==> config.mk <==
export PLATFORM = sky130hd
export DESIGN_NAME = irda_shim
export DESIGN_NICKNAME = d
export VERILOG_FILES = /design/src/rtl/irda_pkg.sv /design/src/rtl/irda_timebase.sv /design/src/rtl/irda_tx_enc.sv /design/src/rtl/irda_rx_dec.sv /design/src/rtl/irda_shim.sv
export SDC_FILE = /design/constraint.sdc
export NUM_CORES = 1
export LEC_CHECK = 0
export ABC_AREA = 1
export BUFFER_PORTS_ARGS = -buffer_cell sky130_fd_sc_hd__buf_4
export CAP_MARGIN = 10
export CORE_ASPECT_RATIO = 0.6
export CORE_UTILIZATION = 32
export CTS_BUF_LIST = sky130_fd_sc_hd__clkbuf_8
export DETAILED_ROUTE_END_ITERATION = 10
export GPL_TIMING_DRIVEN = 0
export SLEW_MARGIN = 20
export SYNTH_ARGS = -nofsm -noshare
export SYNTH_HDL_FRONTEND = slang
export SYNTH_SLANG_ARGS = --single-unit
export TNS_END_PERCENT = 20
==> constraint.sdc <==
create_clock -name clk -period 2.01 [get_ports clk]
set_clock_uncertainty 0.2 [all_clocks]
set_input_delay 0.3015 -clock clk [delete_from_list [all_inputs] [get_ports clk]]
set_output_delay 0.3015 -clock clk [all_outputs]
set_load 0.01 [all_outputs]
==> src/rtl/irda_pkg.sv <==
package irda_pkg;
    typedef enum logic {
        TX_IDLE,
        TX_PULSE
    } tx_state_t;

    typedef enum logic [1:0] {
        RX_WAIT,
        RX_QUAL,
        RX_HOLD
    } rx_state_t;
endpackage

==> src/rtl/irda_timebase.sv <==
module irda_timebase (
    input  logic os_mode,
    input  logic pclk_sel,
    input  logic os_tick,
    output logic tick
);
    // The 16x strobe only counts when oversampling is really running.
    logic use_os;
    assign use_os = pclk_sel & os_mode;
    assign tick   = use_os ? os_tick : 1'b1;
endmodule

==> src/rtl/irda_tx_enc.sv <==
module irda_tx_enc
    import irda_pkg::*;
#(
    parameter int LEN_W = 6
) (
    input  logic             clk,
    input  logic             rst_n,
    input  logic             en,
    input  logic             tick,
    input  logic             bit_start,
    input  logic             tx_bit,
    input  logic [LEN_W-1:0] len,
    output logic             pulse
);
    localparam int CNT_W = LEN_W + 1;

    tx_state_t        state, state_nx;
    logic [CNT_W-1:0] cnt;
    logic [CNT_W-1:0] last;
    logic             go;

    // (len+1)*2 ticks, so the final count index is 2*len+1.
    assign last = {len, 1'b1};
    assign go   = en & bit_start & ~tx_bit;

    always_comb begin
        state_nx = state;
        unique case (state)
            TX_IDLE:  if (go) state_nx = TX_PULSE;
            TX_PULSE: begin
                if (go)                        state_nx = TX_PULSE;
                else if (tick && cnt >= last)  state_nx = TX_IDLE;
            end
            default:  state_nx = TX_IDLE;
        endcase
        if (!en) state_nx = TX_IDLE;
    end

    always_ff @(posedge clk or negedge rst_n) begin
        if (!rst_n) begin
            state <= TX_IDLE;
            cnt   <= '0;
        end else begin
            state <= state_nx;
            if (go)
                cnt <= '0;
            else if (state == TX_PULSE && tick)
                cnt <= cnt + 1'b1;
        end
    end

    always_comb begin
        pulse = (state == TX_PULSE);
    end


    tx_start_chk: assert property (@(posedge clk) disable iff (!rst_n)
        go |=> (state == TX_PULSE && cnt == '0));


    pulse_len_chk: assert property (@(posedge clk) disable iff (!rst_n)
        (state == TX_PULSE) |-> (cnt <= last));


    tx_bypass_chk: assert property (@(posedge clk) disable iff (!rst_n)
        !en |=> (state == TX_IDLE));
endmodule

==> src/rtl/irda_rx_dec.sv <==
module irda_rx_dec
    import irda_pkg::*;
#(
    parameter int LEN_W = 6,
    parameter int BIT_W = 12
) (
    input  logic             clk,
    input  logic             rst_n,
    input  logic             en,
    input  logic             tick,
    input  logic             act,
    input  logic             filt_en,
    input  logic [LEN_W-1:0] filt_len,
    input  logic [BIT_W-1:0] bit_cycles,
    output logic             dec
);
    localparam int FC_W = LEN_W + 1;

    rx_state_t        state, state_nx;
    logic             act_d;
    logic             lead;
    logic             need_q;
    logic [FC_W-1:0]  fc;
    logic [FC_W-1:0]  fc_nx;
    logic [FC_W-1:0]  flim;
    logic [BIT_W-1:0] el;
    logic             period_end;

    assign lead       = act & ~act_d;
    assign need_q     = filt_en & (filt_len != '0);
    assign flim       = {filt_len, 1'b0};
    assign fc_nx      = fc + 1'b1;
    assign period_end = (el == bit_cycles);

    always_comb begin
        state_nx = state;
        unique case (state)
            RX_WAIT: begin
                if (lead) state_nx = need_q ? RX_QUAL : RX_HOLD;
            end
            RX_QUAL: begin
                if (period_end || !act)       state_nx = RX_WAIT;
                else if (tick && fc_nx == flim) state_nx = RX_HOLD;
            end
            RX_HOLD: begin
                if (period_end) state_nx = RX_WAIT;
            end
            default: state_nx = RX_WAIT;
        endcase
        if (!en) state_nx = RX_WAIT;
    end

    always_ff @(posedge clk or negedge rst_n) begin
        if (!rst_n) begin
            state <= RX_WAIT;
            act_d <= 1'b0;
            fc    <= '0;
            el    <= '0;
        end else begin
            state <= state_nx;
            act_d <= act;
            if (state == RX_WAIT) begin
                fc <= '0;
                el <= {{(BIT_W-1){1'b0}}, 1'b1};
            end else begin
                el <= el + 1'b1;
                if (tick) fc <= fc_nx;
            end
        end
    end

    always_comb begin
        dec = (state != RX_HOLD);
    end


    hold_len_chk: assert property (@(posedge clk) disable iff (!rst_n)
        (state == RX_HOLD) |-> (el <= bit_cycles));


    rx_nofilt_chk: assert property (@(posedge clk) disable iff (!rst_n)
        (state == RX_WAIT && en && lead && !need_q) |=> (state == RX_HOLD));


    rx_reject_chk: assert property (@(posedge clk) disable iff (!rst_n)
        (state == RX_QUAL && !act) |=> (state == RX_WAIT));
endmodule

==> src/rtl/irda_shim.sv <==
module irda_shim #(
    parameter int LEN_W = 6,
    parameter int BIT_W = 12
) (
    input  logic             clk,
    input  logic             rst_n,
    input  logic             ir_en,
    input  logic             os_mode,
    input  logic             pclk_sel,
    input  logic             os_tick,
    input  logic             bit_start,
    input  logic             tx_bit,
    input  logic [LEN_W-1:0] tx_pulse_len,
    output logic             ir_tx_out,
    input  logic             ir_rx_in,
    input  logic             rx_low_pol,
    input  logic             rx_filt_en,
    input  logic [LEN_W-1:0] rx_filt_len,
    input  logic [BIT_W-1:0] bit_cycles,
    output logic             rx_bit
);
    logic tick;
    logic pulse;
    logic dec;
    logic light;

    assign light = ir_rx_in ^ rx_low_pol;

    irda_timebase u_tb (
        .os_mode (os_mode),
        .pclk_sel(pclk_sel),
        .os_tick (os_tick),
        .tick    (tick)
    );

    irda_tx_enc #(.LEN_W(LEN_W)) u_tx (
        .clk      (clk),
        .rst_n    (rst_n),
        .en       (ir_en),
        .tick     (tick),
        .bit_start(bit_start),
        .tx_bit   (tx_bit),
        .len      (tx_pulse_len),
        .pulse    (pulse)
    );

    irda_rx_dec #(.LEN_W(LEN_W), .BIT_W(BIT_W)) u_rx (
        .clk       (clk),
        .rst_n     (rst_n),
        .en        (ir_en),
        .tick      (tick),
        .act       (light),
        .filt_en   (rx_filt_en),
        .filt_len  (rx_filt_len),
        .bit_cycles(bit_cycles),
        .dec       (dec)
    );

    assign ir_tx_out = ir_en ? pulse : tx_bit;
    assign rx_bit    = ir_en ? dec   : ir_rx_in;
endmodule

Yosys cells after proc, flatten, opt, wreduce, memory -nomap -nowiden
Cells that the tools add are included.
W data, S select, Z words.
{"block": "word_totals", "ff_bits": 30, "latchBits": 0, "ramBits": 0, "mem_bits_ro": 0, "input_bits": 35, "output_inout_bits": 2, "word_cells": 57, "memories": 0}
{"block": "op_classes", "n_addsub": 3, "n_mul": 0, "div_mod_pow": 0, "magnitude_cmp": 1, "n_eq_ne": 8, "shifts": 0, "muxes": 20, "bitwise": 9, "n_reduce_logical": 10}
{"cell": "$mux W7", "n": 4}
{"cell": "$add A7 B1 Y7 const B", "n": 2}
{"cell": "$add A12 B1 Y12 const B", "n": 1}
{"cell": "$eq A12 B12 Y1", "n": 1}
{"cell": "$mux W12", "n": 1}
{"cell": "$mux W2", "n": 6}
{"cell": "$eq A7 B7 Y1", "n": 1}
{"cell": "$ge A7 B7 Y1", "n": 1}
{"cell": "$mux W1", "n": 7}
{"cell": "$ne A3 B2 Y1 const B", "n": 2}
{"cell": "$pmux W2 S3", "n": 1}
{"cell": "$reduce_bool A6 Y1", "n": 1}
{"cell": "$and A1 B1 Y1", "n": 5}
{"cell": "$ne A4 B2 Y1 const B", "n": 1}
{"cell": "$reduce_bool A2 Y1", "n": 2}
{"cell": "$logic_and A1 B1 Y1", "n": 3}
{"cell": "$not A1 Y1", "n": 3}
{"cell": "$reduce_and A3 Y1", "n": 1}
{"cell": "$eq A2 B1 Y1 const B", "n": 1}
{"cell": "$eq A2 B2 Y1 const B", "n": 1}
{"cell": "$logic_not A2 Y1", "n": 1}
{"cell": "$ne A2 B2 Y1 const B", "n": 1}
{"cell": "$pmux W1 S2", "n": 1}
{"cell": "$logic_not A1 Y1", "n": 1}
{"cell": "other kinds (2)", "n": 2}

Depth between registers and ports, before layout
{"block": "depth", "word_depth": 7, "depth_mapped": 13, "ltp_nobuf": 13}

By module
A second synthesis with hierarchy kept.
{"block": "unflattened", "hier_cells": 287, "hier_area_um2": 2013.2}
{"module": "irda_rx_dec", "instances": 1, "cells_each": 185, "area_per_inst_um2": 1355.0, "seq_area_each_um2": 550.5}
{"module": "irda_tx_enc", "instances": 1, "cells_each": 88, "area_per_inst_um2": 599.3, "seq_area_each_um2": 200.2}
{"module": "irda_shim", "instances": 1, "cells_each": 12, "area_per_inst_um2": 45.0, "seq_area_each_um2": 0.0}
{"module": "irda_timebase", "instances": 1, "cells_each": 2, "area_per_inst_um2": 13.8, "seq_area_each_um2": 0.0}

Worst setup path after synthesis
OpenSTA, ideal clock, no wires.
{"block": "synth_path", "kind": "register to register", "startpoint": "register u_rx.fc[0]", "endpoint": "register u_rx.state[0]", "setup_time_ns": 0.126, "t_arrival_ns": 1.327, "required_ns": 1.684, "setup_slack_ns": 0.357, "stages_incl_launch_ff": 9, "n_path_buf": 0, "synth_period_minus_slack_ns": 1.653, "cell_sequence": "dfrtp_1 -> ha_1 -> xor2_1 -> nor3_1 -> nand2_1 -> nor2_2 -> nand3_1 -> nand2_1 -> o21ai_0"}
{"block": "synth_between", "elab_chain_len": 5}
{"element": "start, declared", "line_no": "irda_rx_dec.sv:23", "rtl": "logic [FC_W-1:0] fc;"}
{"element": "start signal, assigned", "line_no": "irda_rx_dec.sv:67", "rtl": "if (tick) fc <= fc_nx;"}
{"element": "$add A7 B1 Y7", "line_no": "irda_rx_dec.sv:32", "rtl": "assign fc_nx = fc + 1'b1;"}
{"element": "$eq A7 B7 Y1", "line_no": "irda_rx_dec.sv:43", "rtl": "else if (tick && fc_nx == flim) state_nx = RX_HOLD;"}
{"element": "$logic_and A1 B1 Y1", "line_no": "irda_rx_dec.sv:43"}
{"element": "$ne A4 B2 Y1 (no source line)"}
{"element": "$reduce_and A3 Y1 (no source line)"}
{"element": "end signal, assigned", "line_no": "irda_rx_dec.sv:60", "rtl": "state <= state_nx;"}
{"element": "end, declared", "line_no": "irda_rx_dec.sv:19", "rtl": "rx_state_t state, state_nx;"}
No other way between the ends.
A chain may end at the register's enable or synchronous reset.

Worst setup path in the final report
{"block": "layout_path", "startpoint": "register u_rx.fc[0]", "endpoint": "register u_rx.state[1]"}
The elaborated chain is that of the path after synthesis.

==> out/results.txt <==
Sequential-to-total area share from yosys stat - 38.2%
Synth Instances - 263
Synth Net Count - 307
Max-slew headroom - 74.5%
Worst hold path depth - 3
Core footprint - 5750 um^2
Yosys warns - 0
Fin. Hold Viols - 0
Initial antenna violation count - 0
Setup TNS - 0 ps
I/O pin cnt - 37
Status - finished clean
H-tree lvl count - 2
Ant diodes - 0
GRT Overall Usage - 14.7%
Remaining antenna violation count - 0
Post-synthesis cell type count - 27
Die width - 103 um
Worst vdd ir - 284 uV
DRT iter0 DRCs - 86
Reg2reg path depth - 11
Die Y - 62.7 um
Drt via density - 4.45
Tcrit/Tclk final - 88.9%
Starting Density - 34.2%
Max Root-Sink Buffers - 2
WL final - 4200 um
Slew Limit Fails - 0
Clk pin slew, worst setup/hold paths - 60 ps
Area growth, synth to finish - 25.7%
Power density over cell area - 803 nW/um^2
Via count - 1728
I/O Buffers - 36
Setup-failing EPs final - 0
Clk_lat worst skew - 280 ps
Max-cap check violation count - 0
Layout cells sized above 1 - 20.1%
Commonest non-fill, non-tap cells in the layout - 57 x nand2_1, 42 x inv_1, 37 x buf_4, 30 x dfrtp_1, 24 x nor2_1
Tot Pwr - 1.99 mW
Most common cell after layout, fill and taps aside - nand2_1
Wire per inst - 10.8 um
Vias in the first global route - 1608
Cell Area, Synth - 1970 um^2
Crit path arrival time - 1800 ps
Largest net degree at the start of global routing - 31
HPWL Detailed - 3310 um
Crit-path cells - ha_1 -> nand2_2 -> nor2_4 -> nand3_1 -> nand3_1 -> nand2_1 -> nor2_2 -> nand3_1 -> nand2_1 -> nand2_1 -> nor2_2
Startpoint types - flop
Final GP Congestion - 0.766
Tmin final - 1790 ps
Clock sink total - 30
Mean area per synthesized cell - 7.48 um^2
GRT overflow - 0
CTS tree - yes
CP peak stage delay - 410 ps
Static Leak - 1.20 nW
Highest clock rate - 0.560 GHz
Tightest Pin Transition - 383 ps
WP data required - 2030 ps
Crit path kind - flop to flop
Critical Path Slowest Stage Cell - dfrtp_1
Clock root buffer - clkbuf_8
Seq cells post-synth - 30
Post-route DRC violation count - 0
First-pass GRT wire length - 7060 um
Final net count - 352
RSZ-0062 raised after global routing - no
Worst Setup End Kind - flop
CP Max Fanout - 4
Num rows - 21
DIE AREA - 6470 um^2
Drt first pass iters - 4
HP Class - primary input to flop
TritonCTS buffer count - 5
flip-flops by register name, indices dropped and copies added, names as in the netlist:
register and count:
u_rx.act_d 1, u_tx.cnt 7, u_rx.fc 7, u_rx.state 2, u_rx.el 12, u_tx.pulse 1
where the power goes:
part	internal, mW	switching (mW)
logic	0.241	0.344
clock network	0.396	0.226
registers	0.688	0.0906
total	1.33	0.660
area by class of cell:
cell class | count | area, um^2
Sequential cell | 30 | 751
Timing Repair Buffer | 38 | 288
Clock inverter | 1 | 30.0
Fill cell | 590 | 3280
Inverter | 43 | 161
Clock buffer | 6 | 82.6
Multi-Input combinational cell | 190 | 1060
Tap cell | 80 | 100
worst max-delay path, delay by kind of cell (launching register included):
family | cells | cell delay [ps]
flip-flops | 1 | 410
AND/OR/NAND/NOR | 10 | 910
adder cells (fa/ha/maj) | 1 | 210
final timing paths:
path | startpoint | end | slack (ps)
max in group asynchronous | rst_n | u_rx.fc[4] | 1030
hold reg to reg | u_rx.el[0] | u_rx.el[0] | 320
min in group asynchronous | rst_n | u_rx.el[11] | 290
setup reg to reg | u_rx.fc[0] | u_rx.state[1] | 220
setup / recovery | u_rx.fc[0] | u_rx.state[1] | 220
hold / removal | ir_rx_in | u_rx.act_d | 120
cells by family (layout without fill, tap and decap cells):
group	count (synthesis)	in the layout	synth area share, %
xor gates and xnor gates	15	15	6.68
adders and majority gates	9	9	5.73
buffers and inverters	43	88	8.21
and+or+nand+nor	129	129	30.3
DFF	30	30	38.2
AOI/OAI and AO/OA	37	37	10.9
layer usage:
metal / part of all wire, % / vias up / track usage [%]
met2: 37 / 32 / 19.8
li1: - / 941 / -
met5: 0 / - / 0
met1: 57 / 751 / 21.9
met3: 5.8 / 4 / 5.82
met4: 0.55 / 0 / 3.17
cell usage after synthesis (all sizes together):
cell type	number	area (um^2)
a21oi	15	75.1
and3	1	6.26
dfrtp	30	751
ha	9	113
inv	43	161
nand2	61	239
nand3	21	118
nand3b	2	15.0
nand4	2	12.5
nor2	32	150
nor3	9	50.1
nor4	1	6.26
o21a	2	15.0
o21ai	14	85.1
o22ai	5	31.3
o31ai	1	7.51
xnor2	13	114
xor2	2	17.5
through the flow:
step           setup WS (ps)  hold slack (ps)  instances  utilization [%]  instance area [um^2]
2_1_floorplan            357             -194        263                -                  1970
3_3_place_gp             226             57.0        379             40.6                  2340
3_5_place_dp             215             57.4        379             40.6                  2340
4_1_cts                  182              111        387             42.7                  2460
5_1_grt                 5.43              111        388             43.0                  2470
6_report                 223              121        388             43.0                  2470
what timing repair did:
item | in CTS | in global routing
hold endpoints to repair | 30 | 0
hold buffers | 1 | 0
setup endpoints to repair | 0 | 2
resized for setup | 0 | 1
buffers inserted | 0 | 1
(Power assumes the default switching activity.)
